`src/rtl/aclk_frame_pkg.sv`:
```
package aclk_frame_pkg;
  localparam int TAG_BITS   = 16;
  localparam int SLOT_BITS  = 20;
  localparam int DATA_SLOTS = 12;
  localparam int NUM_SLOTS  = DATA_SLOTS + 1;
  localparam int FRAME_BITS = TAG_BITS + DATA_SLOTS * SLOT_BITS;
  localparam int PAY_BITS   = DATA_SLOTS * SLOT_BITS;
  localparam int POS_W      = $clog2(FRAME_BITS);
  localparam int SLOT_IDX_W = $clog2(NUM_SLOTS);

  typedef logic [POS_W-1:0] pos_t;

  // Position following p, wrapping at the frame length.
  function automatic pos_t pos_next(pos_t p);
    return (int'(p) == FRAME_BITS - 1) ? '0 : p + pos_t'(1);
  endfunction

  // Slot index containing frame position p.
  function automatic int unsigned slot_of(pos_t p);
    if (int'(p) < TAG_BITS) return 0;
    return (int'(p) - TAG_BITS) / SLOT_BITS + 1;
  endfunction

  // True when p is the final bit of its slot.
  function automatic logic is_slot_end(pos_t p);
    if (int'(p) < TAG_BITS) return int'(p) == TAG_BITS - 1;
    return ((int'(p) - TAG_BITS) % SLOT_BITS) == SLOT_BITS - 1;
  endfunction

  // Frame position of the final bit of slot s.
  function automatic pos_t slot_end_pos(int unsigned s);
    if (s == 0) return pos_t'(TAG_BITS - 1);
    return pos_t'(TAG_BITS - 1 + SLOT_BITS * int'(s));
  endfunction

  // Frame image, frame position p at index FRAME_BITS-1-p.
  function automatic logic [FRAME_BITS-1:0] pack_frame(
    logic [TAG_BITS-1:0] tag, logic [PAY_BITS-1:0] pay);
    logic [FRAME_BITS-1:0] img;
    img[FRAME_BITS-1 -: TAG_BITS] = tag;
    for (int k = 0; k < DATA_SLOTS; k++)
      img[FRAME_BITS-1-TAG_BITS-k*SLOT_BITS -: SLOT_BITS] = pay[k*SLOT_BITS +: SLOT_BITS];
    return img;
  endfunction
endpackage

```
`src/rtl/aclk_frame_timer.sv`:
```
module aclk_frame_timer
  import aclk_frame_pkg::*;
(
  input  logic bclk,
  input  logic rst_n,
  input  logic frame_sync,
  output pos_t cap_pos,
  output logic sync_edge,
  output logic misalign,
  output pos_t bit_pos,
  output logic locked,
  output logic frame_start,
  output logic frame_err
);
  logic sync_q;
  pos_t pos_inc;

  assign pos_inc   = pos_next(bit_pos);
  assign sync_edge = frame_sync & ~sync_q;
  // Bit taken on a sync edge closes the previous frame.
  assign cap_pos   = sync_edge ? pos_t'(FRAME_BITS - 1) : pos_inc;
  assign misalign  = sync_edge & locked & (pos_inc != pos_t'(FRAME_BITS - 1));

  always_ff @(negedge bclk or negedge rst_n) begin
    if (!rst_n) begin
      sync_q      <= 1'b0;
      bit_pos     <= '0;
      locked      <= 1'b0;
      frame_start <= 1'b0;
      frame_err   <= 1'b0;
    end else begin
      sync_q      <= frame_sync;
      bit_pos     <= cap_pos;
      frame_start <= sync_edge;
      frame_err   <= misalign;
      if (sync_edge) locked <= 1'b1;
    end
  end
endmodule

```
`src/rtl/aclk_rx_deser.sv`:
```
module aclk_rx_deser
  import aclk_frame_pkg::*;
(
  input  logic                  bclk,
  input  logic                  rst_n,
  input  logic                  link_rx,
  input  logic                  locked,
  input  logic                  misalign,
  input  pos_t                  cap_pos,
  output logic [SLOT_BITS-1:0]  rx_word,
  output logic [SLOT_IDX_W-1:0] rx_slot,
  output logic [NUM_SLOTS-1:0]  rx_strobe
);
  logic [SLOT_BITS-1:0]  shreg, shift_nx;
  logic [TAG_BITS-1:0]   tag_q;
  logic                  slot_end;
  logic [SLOT_IDX_W-1:0] slot_nx;
  logic [NUM_SLOTS-1:0]  strobe_nx;

  assign shift_nx = {shreg[SLOT_BITS-2:0], link_rx};
  assign slot_end = locked & ~misalign & is_slot_end(cap_pos);
  assign slot_nx  = SLOT_IDX_W'(slot_of(cap_pos));

  for (genvar s = 0; s < NUM_SLOTS; s++) begin : g_gate
    if (s == 0) begin : g_tag
      assign strobe_nx[s] = slot_end && (slot_nx == SLOT_IDX_W'(s));
    end else begin : g_data
      assign strobe_nx[s] = slot_end && (slot_nx == SLOT_IDX_W'(s))
                            && tag_q[TAG_BITS-1] && tag_q[TAG_BITS-1-s];
    end
  end

  always_ff @(negedge bclk or negedge rst_n) begin
    if (!rst_n) begin
      shreg     <= '0;
      tag_q     <= '0;
      rx_word   <= '0;
      rx_slot   <= '0;
      rx_strobe <= '0;
    end else begin
      rx_strobe <= strobe_nx;
      if (locked) shreg <= shift_nx;
      if (slot_end) begin
        rx_slot <= slot_nx;
        if (slot_nx == '0) begin
          rx_word <= {{(SLOT_BITS-TAG_BITS){1'b0}}, shift_nx[TAG_BITS-1:0]};
          tag_q   <= shift_nx[TAG_BITS-1:0];
        end else begin
          rx_word <= shift_nx;
        end
      end
    end
  end
endmodule

```
`src/rtl/aclk_tx_ser.sv`:
```
module aclk_tx_ser
  import aclk_frame_pkg::*;
(
  input  logic                  bclk,
  input  logic                  rst_n,
  input  logic                  sync_edge,
  input  logic                  locked,
  input  pos_t                  bit_pos,
  input  logic                  codec_ready,
  input  logic [DATA_SLOTS-1:0] tx_slot_valid,
  input  logic [PAY_BITS-1:0]   tx_payload,
  output logic                  link_tx
);
  logic [FRAME_BITS-1:0] snap;
  logic [TAG_BITS-1:0]   tag_nx;
  logic [PAY_BITS-1:0]   pay_nx;
  pos_t                  drv_pos, drv_idx;

  always_comb begin
    tag_nx = '0;
    tag_nx[TAG_BITS-1] = codec_ready;
    for (int k = 0; k < DATA_SLOTS; k++) begin
      tag_nx[TAG_BITS-2-k] = tx_slot_valid[k];
      pay_nx[k*SLOT_BITS +: SLOT_BITS] =
        tx_slot_valid[k] ? tx_payload[k*SLOT_BITS +: SLOT_BITS] : '0;
    end
  end

  // Snapshot taken on the falling edge that detects sync.
  always_ff @(negedge bclk or negedge rst_n) begin
    if (!rst_n) snap <= '0;
    else if (sync_edge) snap <= pack_frame(tag_nx, pay_nx);
  end

  // The rising edge drives the position the next falling edge closes.
  assign drv_pos = pos_next(bit_pos);
  assign drv_idx = pos_t'(FRAME_BITS - 1) - drv_pos;

  always_ff @(posedge bclk or negedge rst_n) begin
    if (!rst_n) link_tx <= 1'b0;
    else        link_tx <= locked ? snap[drv_idx] : 1'b0;
  end
endmodule

```
`src/rtl/aclk_frame_engine.sv`:
```
module aclk_frame_engine
  import aclk_frame_pkg::*;
(
  input  logic                  bclk,
  input  logic                  rst_n,
  input  logic                  frame_sync,
  input  logic                  link_rx,
  input  logic                  codec_ready,
  input  logic [DATA_SLOTS-1:0] tx_slot_valid,
  input  logic [PAY_BITS-1:0]   tx_payload,
  output logic                  link_tx,
  output logic [SLOT_BITS-1:0]  rx_word,
  output logic [SLOT_IDX_W-1:0] rx_slot,
  output logic [NUM_SLOTS-1:0]  rx_strobe,
  output logic                  frame_start,
  output logic                  frame_err
);
  pos_t cap_pos;
  pos_t bit_pos;
  logic sync_edge;
  logic misalign;
  logic locked;

  aclk_frame_timer u_timer (
    .bclk        (bclk),
    .rst_n       (rst_n),
    .frame_sync  (frame_sync),
    .cap_pos     (cap_pos),
    .sync_edge   (sync_edge),
    .misalign    (misalign),
    .bit_pos     (bit_pos),
    .locked      (locked),
    .frame_start (frame_start),
    .frame_err   (frame_err)
  );

  aclk_rx_deser u_rx (
    .bclk      (bclk),
    .rst_n     (rst_n),
    .link_rx   (link_rx),
    .locked    (locked),
    .misalign  (misalign),
    .cap_pos   (cap_pos),
    .rx_word   (rx_word),
    .rx_slot   (rx_slot),
    .rx_strobe (rx_strobe)
  );

  aclk_tx_ser u_tx (
    .bclk          (bclk),
    .rst_n         (rst_n),
    .sync_edge     (sync_edge),
    .locked        (locked),
    .bit_pos       (bit_pos),
    .codec_ready   (codec_ready),
    .tx_slot_valid (tx_slot_valid),
    .tx_payload    (tx_payload),
    .link_tx       (link_tx)
  );
endmodule

```
`config.mk`:
```
export PLATFORM = sky130hd
export DESIGN_NAME = aclk_frame_engine
export DESIGN_NICKNAME = d
export VERILOG_FILES = /design/src/rtl/aclk_frame_pkg.sv /design/src/rtl/aclk_frame_timer.sv /design/src/rtl/aclk_rx_deser.sv /design/src/rtl/aclk_tx_ser.sv /design/src/rtl/aclk_frame_engine.sv
export SDC_FILE = /design/constraint.sdc
export NUM_CORES = 1
export LEC_CHECK = 0
export BUFFER_PORTS_ARGS = -buffer_cell sky130_fd_sc_hd__buf_2
export CORE_ASPECT_RATIO = 0.75
export CORE_MARGIN = 1
export CORE_UTILIZATION = 57
export CTS_CLUSTER_DIAMETER = 120
export DETAILED_ROUTE_END_ITERATION = 10
export PLACE_DENSITY = 0.84
export SYNTH_ARGS = -nofsm -noshare
export SYNTH_HDL_FRONTEND = slang
export SYNTH_SLANG_ARGS = --single-unit
```
`constraint.sdc`:
```
create_clock -name bclk -period 7.85 [get_ports bclk]
set_clock_uncertainty 0.15 [all_clocks]
set_input_delay 0.785 -clock bclk [delete_from_list [all_inputs] [get_ports bclk]]
set_output_delay 0.785 -clock bclk [all_outputs]
set_load 0.01 [all_outputs]
```
==> summary.txt <==
Status
  – Status: finished, violations left
  – Failing checks: negative setup slack

Final layout
  – Filler cell count: 2,022
  – Syn-to-layout area delta: 27.9%
  – Non-Filler Instances: 2,557
  – Nets: 2,400
  – Share of cells above drive strength 1: 34.9%

STA
  – Max-slew headroom: 31.3%
  – Final setup violation count: 49
  – Slew Limit Fails: 0
  – Worst-Margin Slew: 1.03 ns
  – Hold Vio Cnt, Final: 0
  – Worst setup margin: -0.914 ns
  – RSZ-0062 raised after global routing: yes

Global routing
  – Global route overflow: 0
  – Number of global-route vias before repair: 15.2k
  – Global-route wire length before repair: 81.5 mm
  – Antenna violations before repair: 9
  – Largest net degree at the start of global routing: 96
  – Total GRT Usage: 34.2%

Yosys
  – Warnings, synthesis: 0
  – Syn avg cell area: 9.70 sq um
  – Netlist Area Pre-Place: 17,000 sq um
  – Library cells used by synthesis: 99
  – FFs w/ async S/R, synth: 100%
  – Commonest cells in the netlist: 604 x nand2_1, 334 x dfrtn_1, 280 x nand3_1
  – Post-Syn Instances: 1,754
  – #FFs+latches synth: 335
  – Syn Nets: 2,019
  – Top-count cell post-synth: nand2_1
  – Number of synthesized flops with an enable pin: 0
  – Seq/Total Area, Yosys: 49.3%
  – Top cell type's share of synthesized area: 49.1%
  – Top FF cell, synth: dfrtn_1
  – Dominant cell type by area after synthesis: dfrtn_1
  – Leading post-synthesis cells by cell area: dfrtn_1 49%, nand2_1 13%, mux4_2 8.3%, nand3_1 8.2%, mux2_2 2.7%

CTS
  – Clk sinks: 335
  – Clock latency on the worst-skew pair: 0.54 ns
  – CTS Buf Count: 34
  – Max Root-Sink Buffers: 3
  – H-tree depth: 2
  – CTS tree: done
  – Hold_buf cts: 0
  – CTS root buf: clkbuf_16
  – CTS clk-pin slew, worst paths: 0.05 ns

Place
  – IO Port Bufs: 296
  – Worst slack, placed: -1.52 ns
  – Post-Place Cells: 2,455
  – Gp weighted congestion: 0.943
  – Final HPWL DP: 35.4 mm

Detailed routing
  – ANT nets after route: 0
  – Per-cell routed wire length: 20.3 um
  – Vias per std cell: 5.98
  – Initial DRC Count: 1,394
  – Drt pass-1 iters: 6
  – Vias: 15.3k
  – Final wirelength: 52.0 mm
  – DRC viols: 0

Floorplanning
  – Die area: 30,600 sq um
  – Number of core rows: 54
  – IO Count: 297
  – Core ar.: 29,200 sq um
  – Die X: 202 um
  – Initial Utilization: 58.3%
  – Die height: 152 um

Power
  – Cell leakage power: 11.0 nW
  – Pwr per Cell Area: 437 nW/um^2
  – Maximum VDD drop: 393 uV

Job
  – Max cap viols: 0

Worst hold path
  – Worst Hold Class: flop to flop

Critical path
  – Critical Path AT: 5.06 ns
  – Setup crit end kind: flop
  – Setup crit start kind: input pin
  – Worst Path Max Fanout: 7
  – Crit path kind: input pin to flop
  – Required @ worst endpoint: 4.15 ns
[cells in the final DEF (no fill, tap or decap), types with 6 or more instances in the layout]
master,n
nand2_1,596
dfrtn_1,334
buf_2,294
nand3_1,276
buf_4,148
mux4_2,63
clkbuf_16,36
mux2_4,30
nor2_1,22
mux2i_1,22
mux2_2,21
buf_6,21
o211ai_1,10
diode_2,9
o21ai_0,9
nor4_1,8
buf_12,8
inv_1,7
nand2_4,7
o21ai_1,7
a21oi_1,7
clkbuf_1,7
and3_1,6
nand4_1,6
nor4_4,6
a31oi_1,6
clkbuf_8,6
[logic make-up after synthesis]
group                    count (synthesis)  synth area share [%]
AND/OR/NAND/NOR                        997                  26.2
flip-flops                             335                  49.3
buffers and inverters                  143                  3.72
multiplexers                           138                  13.3
AO/OA/AOI/OAI                          119                  5.93
XOR/XNOR                                14                 0.919
adder cells (fa/ha/maj)                  8                 0.588
[stage by stage]
step           hold WS (ns)  utilization (%)  TNS, ns  total power, W  cell area [sq um]
3_3_place_gp          0.254             67.9   -48.79         0.00665              19800
6_report              0.257             74.5   -24.99         0.00951              21800
5_1_grt               0.278             74.5   -31.45         0.00996              21700
4_1_cts               0.260             73.7   -14.96         0.00910              21500
2_1_floorplan         0.244                -   -44.44         0.00503              17300
3_5_place_dp          0.262             67.9   -52.87         0.00672              19800
[where the power goes]
part | total, W | switching [W] | leakage, nW | internal [W]
sequential | 0.00216 | 0.000165 | 4.32 | 0.00200
clock | 0.00165 | 0.000685 | 0.549 | 0.000963
combinational | 0.00569 | 0.00305 | 6.09 | 0.00265
[state kept, by name (all words and copies together) (netlist names), 4 cells and up]
signal,cells
u_rx.shreg,19
u_tx.snap,253
u_rx.tag_q,13
u_rx.rx_strobe,13
u_timer.bit_pos,8
u_rx.rx_word,20
u_rx.rx_slot,4
[worst max-delay path: stages]
cell	delay [ns]
buf_8	0.10
nand2b_4	0.11
buf_6	0.16
nand2_4	0.06
inv_4	0.09
ha_4	0.13
and3_4	0.20
a21boi_4	0.21
nor4_4	0.05
buf_4	0.15
or2_4	0.25
a32oi_2	0.21
o32ai_2	0.11
a2111o_1	0.47
inv_4	0.09
ha_4	0.21
nor2_4	0.08
a21oi_2	0.05
ha_4	0.19
xnor2_4	0.13
xor2_2	0.20
o31ai_4	0.28
and3_4	0.28
buf_12	0.14
mux2_4	0.31
[cell type report]
cell class / count / area, sq um / share of cell area [%]
clock inverter: 8 / 115 / 0.529
sequential: 335 / 8380 / 38.5
timing repair buffer: 475 / 3050 / 14.0
clock buffer: 49 / 1010 / 4.64
multi-input combinational: 1276 / 8630 / 39.6
inverter: 13 / 61.3 / 0.282
antenna: 9 / 22.5 / 0.104
tap: 392 / 490 / 2.25
[metal layers]
metal  up-vias  global-route usage [%]  part of all wire (%)
met5         -                       0                 0.042
met4         4                    11.4                   2.6
met3       114                    7.40                   8.2
met2       728                    54.1                    47
li1       6857                       -                     -
met1      7591                    47.3                    42
[final timing paths]
check	startpoint	to	slack, ns	depth (start not counted)
min in group asynchronous	rst_n	u_tx.link_tx	0.72	2
max	frame_sync	u_rx.tag_q[7]	-0.91	25
min	u_tx.snap[191]	u_tx.snap[191]	0.26	2
max reg2reg	u_timer.bit_pos[1]	u_tx.link_tx	0.15	13
max in group asynchronous	rst_n	u_tx.snap[106]	2.66	2
min reg2reg	u_tx.snap[191]	u_tx.snap[191]	0.26	2
[timing repair]
item / 4_1_cts / 5_1_grt
gates resized for setup: 67 / 39
hold endpoints to repair: 0 / 0
endpoints found under the setup margin: 49 / 49
buffers inserted: 28 / 13
pin swaps: 32 / 28
cloned: 2 / 0
Note: power is estimated with default switching activity, not from simulation.
